$ cat src/rtl/adc_gate_pkg.sv
package adc_gate_pkg;
  localparam int unsigned NUM_CH = 4;
  localparam int unsigned CH_W   = 24;
  localparam int unsigned BEAT_W = NUM_CH * CH_W;
  localparam int unsigned INIT_FRAMES = 516;
  localparam int unsigned OVF_DELAY   = 28;
  localparam logic [CH_W-1:0] OVER_LIMIT = 24'h7B5000;

  typedef enum logic {
    EDGE_RISE = 1'b0,
    EDGE_FALL = 1'b1
  } frame_edge_e;
endpackage

$ cat src/rtl/frame_edge_det.sv
module frame_edge_det
  import adc_gate_pkg::*;
(
  input  logic clk,
  input  logic pdn_n,
  input  logic lrck_i,
  input  logic fall_sel_i,
  output logic tick_o
);
  logic lrck_q;
  logic primed_q;
  frame_edge_e sel;

  assign sel = frame_edge_e'(fall_sel_i);

  always_ff @(posedge clk or negedge pdn_n) begin
    if (!pdn_n) begin
      lrck_q   <= 1'b0;
      primed_q <= 1'b0;
    end else begin
      lrck_q   <= lrck_i;
      primed_q <= 1'b1;
    end
  end

  always_comb begin
    tick_o = 1'b0;
    if (primed_q) begin
      unique case (sel)
        EDGE_RISE: tick_o = !lrck_q &&  lrck_i;
        EDGE_FALL: tick_o =  lrck_q && !lrck_i;
        default:   tick_o = 1'b0;
      endcase
    end
  end


  single_tick_chk: assert property (@(posedge clk) disable iff (!pdn_n)
    tick_o |=> !tick_o);
endmodule

$ cat src/rtl/init_gate.sv
module init_gate #(
  parameter int unsigned FRAMES = 516
) (
  input  logic clk,
  input  logic pdn_n,
  input  logic tick_i,
  output logic ready_o
);
  localparam int unsigned CW = $clog2(FRAMES + 1);
  localparam logic [CW-1:0] LAST = CW'(FRAMES);

  logic [CW-1:0] cnt_q;

  always_ff @(posedge clk or negedge pdn_n) begin
    if (!pdn_n) begin
      cnt_q <= '0;
    end else if (tick_i && (cnt_q != LAST)) begin
      cnt_q <= cnt_q + 1'b1;
    end
  end

  assign ready_o = (cnt_q == LAST);


  count_bound_chk: assert property (@(posedge clk) disable iff (!pdn_n)
    cnt_q <= LAST);

  ready_hold_chk: assert property (@(posedge clk) disable iff (!pdn_n)
    ready_o |=> ready_o);
endmodule

$ cat src/rtl/chan_over.sv
module chan_over #(
  parameter int unsigned W = 24,
  parameter logic [W-1:0] LIMIT = '0
) (
  input  logic [W-1:0] sample_i,
  output logic         over_o
);
  logic          neg;
  logic [W-1:0]  mag;
  logic          most_neg;

  assign neg      = sample_i[W-1];
  assign mag      = neg ? (~sample_i + 1'b1) : sample_i;
  assign most_neg = neg && (sample_i[W-2:0] == '0);
  assign over_o   = most_neg || (mag > LIMIT);
endmodule

$ cat src/rtl/ovf_align.sv
module ovf_align #(
  parameter int unsigned DEPTH = 28
) (
  input  logic clk,
  input  logic pdn_n,
  input  logic tick_i,
  input  logic beat_over_i,
  output logic flag_o
);
  logic             acc_q;
  logic             frame_bit;
  logic [DEPTH-1:0] pipe_q;

  assign frame_bit = acc_q | beat_over_i;

  always_ff @(posedge clk or negedge pdn_n) begin
    if (!pdn_n) begin
      acc_q  <= 1'b0;
      pipe_q <= '0;
    end else if (tick_i) begin
      acc_q  <= 1'b0;
      pipe_q <= {pipe_q[DEPTH-2:0], frame_bit};
    end else begin
      acc_q  <= frame_bit;
    end
  end

  assign flag_o = pipe_q[DEPTH-1];


  flag_on_tick_chk: assert property (@(posedge clk) disable iff (!pdn_n)
    $rose(flag_o) |-> $past(tick_i));

  flag_hold_chk: assert property (@(posedge clk) disable iff (!pdn_n)
    !tick_i |=> $stable(flag_o));
endmodule

$ cat src/rtl/adc_startup_gate.sv
module adc_startup_gate
  import adc_gate_pkg::*;
(
  input  logic              clk,
  input  logic              pdn_n,
  input  logic              lrck_i,
  input  logic              fmt_i2s_i,
  input  logic              s_valid_i,
  output logic              s_ready_o,
  input  logic [BEAT_W-1:0] s_data_i,
  output logic              m_valid_o,
  input  logic              m_ready_i,
  output logic [BEAT_W-1:0] m_data_o,
  output logic              ready_o,
  output logic              ovf_o
);
  logic              tick;
  logic              done;
  logic [NUM_CH-1:0] ch_over;
  logic              beat_over;

  frame_edge_det u_edge (
    .clk        (clk),
    .pdn_n      (pdn_n),
    .lrck_i     (lrck_i),
    .fall_sel_i (fmt_i2s_i),
    .tick_o     (tick)
  );

  init_gate #(.FRAMES(INIT_FRAMES)) u_init (
    .clk     (clk),
    .pdn_n   (pdn_n),
    .tick_i  (tick),
    .ready_o (done)
  );

  for (genvar c = 0; c < NUM_CH; c++) begin : g_ch
    chan_over #(.W(CH_W), .LIMIT(OVER_LIMIT)) u_over (
      .sample_i (s_data_i[c*CH_W +: CH_W]),
      .over_o   (ch_over[c])
    );
  end

  assign s_ready_o = m_ready_i;
  assign m_valid_o = s_valid_i;
  assign m_data_o  = done ? s_data_i : '0;
  assign beat_over = s_valid_i && m_ready_i && done && (|ch_over);

  ovf_align #(.DEPTH(OVF_DELAY)) u_align (
    .clk         (clk),
    .pdn_n       (pdn_n),
    .tick_i      (tick),
    .beat_over_i (beat_over),
    .flag_o      (ovf_o)
  );

  assign ready_o = done;


  ovf_needs_ready_chk: assert property (@(posedge clk) disable iff (!pdn_n)
    ovf_o |-> ready_o);
endmodule

$ cat config.mk
export PLATFORM = sky130hd
export DESIGN_NAME = adc_startup_gate
export DESIGN_NICKNAME = d
export VERILOG_FILES = /design/src/rtl/adc_gate_pkg.sv /design/src/rtl/frame_edge_det.sv /design/src/rtl/init_gate.sv /design/src/rtl/chan_over.sv /design/src/rtl/ovf_align.sv /design/src/rtl/adc_startup_gate.sv
export SDC_FILE = /design/constraint.sdc
export NUM_CORES = 1
export LEC_CHECK = 0
export CAP_MARGIN = 20
export CORE_AREA = 3 3 77 79
export DETAILED_ROUTE_END_ITERATION = 6
export DIE_AREA = 0 0 80 82
export DONT_BUFFER_PORTS = 1
export PLACE_DENSITY = 0.75
export SYNTH_ARGS = -nofsm -noshare
export SYNTH_HDL_FRONTEND = slang
export SYNTH_SLANG_ARGS = --single-unit
$ cat constraint.sdc
create_clock -name clk -period 4.6 [get_ports clk]
set_clock_uncertainty 0.05 [all_clocks]
set_input_delay 0.46 -clock clk [delete_from_list [all_inputs] [get_ports clk]]
set_output_delay 0.46 -clock clk [all_outputs]
set_load 0.02 [all_outputs]
==> flow_results.org <==
** Cells and area
- Layout Cell Area excl Fill :: 3373 um2
- Relative area change from synthesis to final layout :: 5.272%
- 0 antenna diodes ended up in the layout.
- Final Instance Count excl. Fillers :: 434
- After filler insertion, the fill cell instance count of the layout stands at 474.
- In the final layout, the share of cells above drive strength 1 is 0.1271.
- In the final layout, the multi-input gates occupy 2090 um2.
- Sequential Area :: 1026 um2
- Post-layout nets :: 466

** Setup path
- Top Family by Delay on Critical Path :: simple AND/OR/NAND/NOR gates
- The largest individual stage delay along the critical path comes from the cell sky130_fd_sc_hd__buf_4.
- Category of the most critical setup path :: reg2out
- For the worst setup path, the data required time is 4.09 ns.
- Cell chain of the critical path :: inv_1, ha_1, nand4bb_1, nor4_2, buf_4, and2_1
- Stage delay of the slowest cell on the critical path :: 0.58 ns
- Worst-path maximum fanout :: 99
- STA classifies the critical path endpoint as an output port.
- At the worst endpoint, the arrival time is 2.31 ns.
- The critical path contains buffers and inverters numbering 2 combined.
- Startpoint type of the worst setup path :: flip-flop

** Placement
- Placer Congestion :: 0.8556
- Number of port buffers :: 0
- Setup WS pre-CTS :: 1.835 ns
- In this run, placement finished with an instance count of 425.
- The placed instances occupy a cell area of 3239 um2.
- Post-detailed-placement half-perimeter wirelength :: 6391 um

** GRT
- Global routing usage summed across all routing layers :: 0.2303
- After global routing the overflow that remains totals 0.
- The initial antenna violation count was 0.
- Entering global routing, the biggest net connects 100 pins.
- First-pass GRT wire length :: 11770 um
- The via count of the first global-routing pass was 2512.

** Power and ir drop
- Total power divided by cell area :: 256.7 nW/um2
- Leak :: 1.418 nW
- In this run the power spent charging and discharging nets is 0.0002132 W.
- Combinational power share :: 0.155
- Internal power comes to 0.0006527 W.
- The share of total power dissipated in the clock network is 0.317.
- Switching fraction of total power :: 0.2462
- Power share of the sequential group :: 0.528
- Peak ir drop on the vdd network :: 0.0001504 V

** Drt
- Via count of the routed design :: 2722
- DR vias/cell :: 6.272
- Count of antenna-violating nets left after detailed routing :: 0
- After detailed routing, the average wire length per cell comes to 18.39 um.
- Remaining DRCs :: 0
- The first detailed-routing pass ran for 4 iterations.
- WL final :: 7981 um
- DRT iter0 DRCs :: 106

** Clock network
- At the later pin of the worst-skew pair, clock insertion delay measures 0.29 ns.
- H-tree lvl count :: 2
- TritonCTS clock tree :: yes
- Max Root-Sink Buffers :: 2
- Number of buffers added by the clock tree synthesis step :: 5
- After clock tree synthesis, the clock-pin slew on the worst setup and hold paths is 0.08 ns.
- For this design, the sink count on the clock tree is 41.
- Master cell of the clock root buffer :: sky130_fd_sc_hd__clkbuf_8

** Run status
- Outcome :: finished, final reports clean

** Yosys
- Synthesized area divided by synthesized cell count :: 8.660 um2
- Post-synthesis async set-or-reset flop share :: 1.000
- Library cells used by synthesis :: 54
- In the synthesized netlist, the number of instances is 370.
- Yosys printed 0 warnings.
- In this run, synthesis inferred 0 flip-flops with an integrated enable.
- Synthesized flop and latch total :: 41
- Of the synthesized area, sequential elements account for 0.3202.
- Summed instance area of the synthesized netlist :: 3204 um2
- Synthesized net count :: 474
- Main flop type after synthesis :: sky130_fd_sc_hd__dfrtp_1

** STA
- The max-slew violation count was 0.
- Worst slew margin :: 0.5459
- Setup TNS :: 0 ns
- Min cycle time layout :: 2.817 ns
- Tightest Pin Transition :: 0.6812 ns
- Based on the critical path, the design can be clocked at up to 355.0 MHz.
- Final number of hold-violating endpoints :: 0
- In the post-route analysis, the smallest setup slack over all paths is 1.783 ns.
- Setup repair after global routing missed its margin :: false
- Final-report setup violation count :: 0
- Share of the clock period used by the worst path :: 0.6123

** Die
- The core region is 5405 um2.
- IO Pins :: 202
- The die is 82 um tall.
- Die footprint :: 6560 um2
- In this run the core area contains 27 standard-cell rows.
- X dimension of the die :: 80 um
- Effective utilization at floorplan :: 0.5928

** Hold path
- Hold crit path type :: in2reg

** Flow run
- Count of maximum capacitance violations :: 0
## cells in the final DEF (no fill, tap or decap), types with 3 or more instances in the layout
cell | netlist | final
sky130_fd_sc_hd__xor2_1 | 6 | 6
sky130_fd_sc_hd__nor4_1 | 16 | 15
sky130_fd_sc_hd__xnor2_1 | 11 | 11
sky130_fd_sc_hd__nand2b_1 | 5 | 5
sky130_fd_sc_hd__o21ai_0 | 9 | 9
sky130_fd_sc_hd__clkbuf_8 | 0 | 5
sky130_fd_sc_hd__and2_1 | 97 | 97
sky130_fd_sc_hd__dfrtp_1 | 41 | 41
sky130_fd_sc_hd__a32oi_1 | 3 | 3
sky130_fd_sc_hd__nor2_1 | 17 | 17
sky130_fd_sc_hd__mux2_2 | 27 | 27
sky130_fd_sc_hd__nand2_1 | 15 | 15
sky130_fd_sc_hd__nor3_1 | 10 | 10
sky130_fd_sc_hd__or4_1 | 3 | 3
sky130_fd_sc_hd__o21a_1 | 3 | 3
sky130_fd_sc_hd__and4_1 | 3 | 3
sky130_fd_sc_hd__a21oi_1 | 5 | 5
sky130_fd_sc_hd__o22ai_1 | 3 | 3
sky130_fd_sc_hd__nor3b_1 | 4 | 4
sky130_fd_sc_hd__nor2b_1 | 4 | 4
sky130_fd_sc_hd__nand3_1 | 15 | 15
sky130_fd_sc_hd__inv_1 | 5 | 5
sky130_fd_sc_hd__o211ai_1 | 3 | 3
sky130_fd_sc_hd__nand4_1 | 9 | 9
## final timing paths
kind                                 startpoint                 end  slack, ns  depth (start not counted)
worst max-delay path            u_init.cnt_q[0]        m_data_o[77]       1.78                          6
worst min register to register  u_init.cnt_q[9]     u_init.cnt_q[9]       0.42                          1
max in group asynchronous                 pdn_n   u_align.pipe_q[6]       3.73                          2
worst max register to register  u_init.cnt_q[0]     u_init.cnt_q[7]       2.08                          9
worst min-delay path                     lrck_i       u_edge.lrck_q       0.14                          0
min in group asynchronous                 pdn_n  u_align.pipe_q[18]       0.57                          2
## area by class of cell
cell class / count / share of cell area
clock buffers: 5 / 0.02040
clock inverters: 2 / 0.01039
well taps: 72 / 0.02671
multi-input cells: 305 / 0.6194
repair buffers: 4 / 0.01335
inverters: 5 / 0.005564
flip-flops and latches: 41 / 0.3042
## synthesized netlist by cell type (all sizes together), types with 3 or more instances
cell type  instances  area share
nor3b              4      0.0094
o22ai              3      0.0059
nand2             15       0.018
a32oi              3      0.0082
nor2              17       0.020
o21a               3      0.0070
nand4              9       0.018
nor4              16       0.031
inv                5      0.0059
xnor2             11       0.030
mux2              27       0.095
nand2b             5      0.0098
nor2b              4      0.0078
and4               3      0.0082
a21oi              5      0.0078
o21ai             10       0.016
o211ai             3      0.0070
and2              98        0.19
buf                3      0.0062
xor2               6       0.016
nor3              11       0.021
clkbuf            16       0.019
or4                4       0.011
dfrtp             41        0.32
nand3             15       0.023
## registers in the layout, indices dropped and copies added (netlist names)
name and flops:
u_align.pipe_q 28, u_init.cnt_q 10, u_align.acc_q 1, u_edge.lrck_q 1
u_edge.primed_q 1
## power by group through the flow
stage | clock [W] | sequential (W) | combinational (W)
global placement | 0 | 0.000462 | 0.000121
detailed placement | 0 | 0.000465 | 0.000126
CTS | 0.000284 | 0.000458 | 0.000137
floorplan | 0 | 0.000454 | 0.000114
finish | 0.000274 | 0.000457 | 0.000134
global route | 0.000295 | 0.000468 | 0.000151
## logic make-up (layout without fill, tap and decap cells)
| kind of cell | Yosys count | count (layout) | share of synthesized area |
|---|---|---|---|
| AO/OA/AOI/OAI | 43 | 43 | 0.09254 |
| XOR/XNOR | 17 | 17 | 0.04647 |
| adder cells (fa/ha/maj) | 2 | 2 | 0.007808 |
| buffers and inverters | 24 | 16 | 0.03085 |
| flip-flops | 41 | 41 | 0.3202 |
| multiplexers | 27 | 27 | 0.09488 |
| other | 1 | 1 | 0.001170 |
| AND/OR/NAND/NOR | 215 | 215 | 0.4061 |
## routing by layer
layer / wire (um) / share of wire / GRT usage / vias to the layer above
met5: 0 / 0 / 0 / -
met2: 3870 / 0.48 / 0.3684 / 106
met1: 3294 / 0.41 / 0.2963 / 1309
li1: - / - / - / 1296
met3: 695 / 0.087 / 0.08553 / 11
met4: 121 / 0.015 / 0.05574 / 0
## repair_timing
| item | 4_1_cts | 5_1_grt |
|---|---|---|
| hold buffers | 2 | 0 |
| gates resized for setup | 0 | 0 |
| buffers inserted | 0 | 0 |
| endpoints found under the hold margin | 41 | 0 |
## metrics by stage
step	utilization	power [W]	hold WS, ns
floorplan	-	0.0005679	0.1144
global placement	0.5993	0.0005834	0.1157
detailed placement	0.5993	0.0005907	0.1154
CTS	0.6241	0.0008786	0.1258
global route	0.6241	0.0009140	0.1227
finish	0.6241	0.0008659	0.1406
No activity file was read; power rests on OpenSTA's default activity.
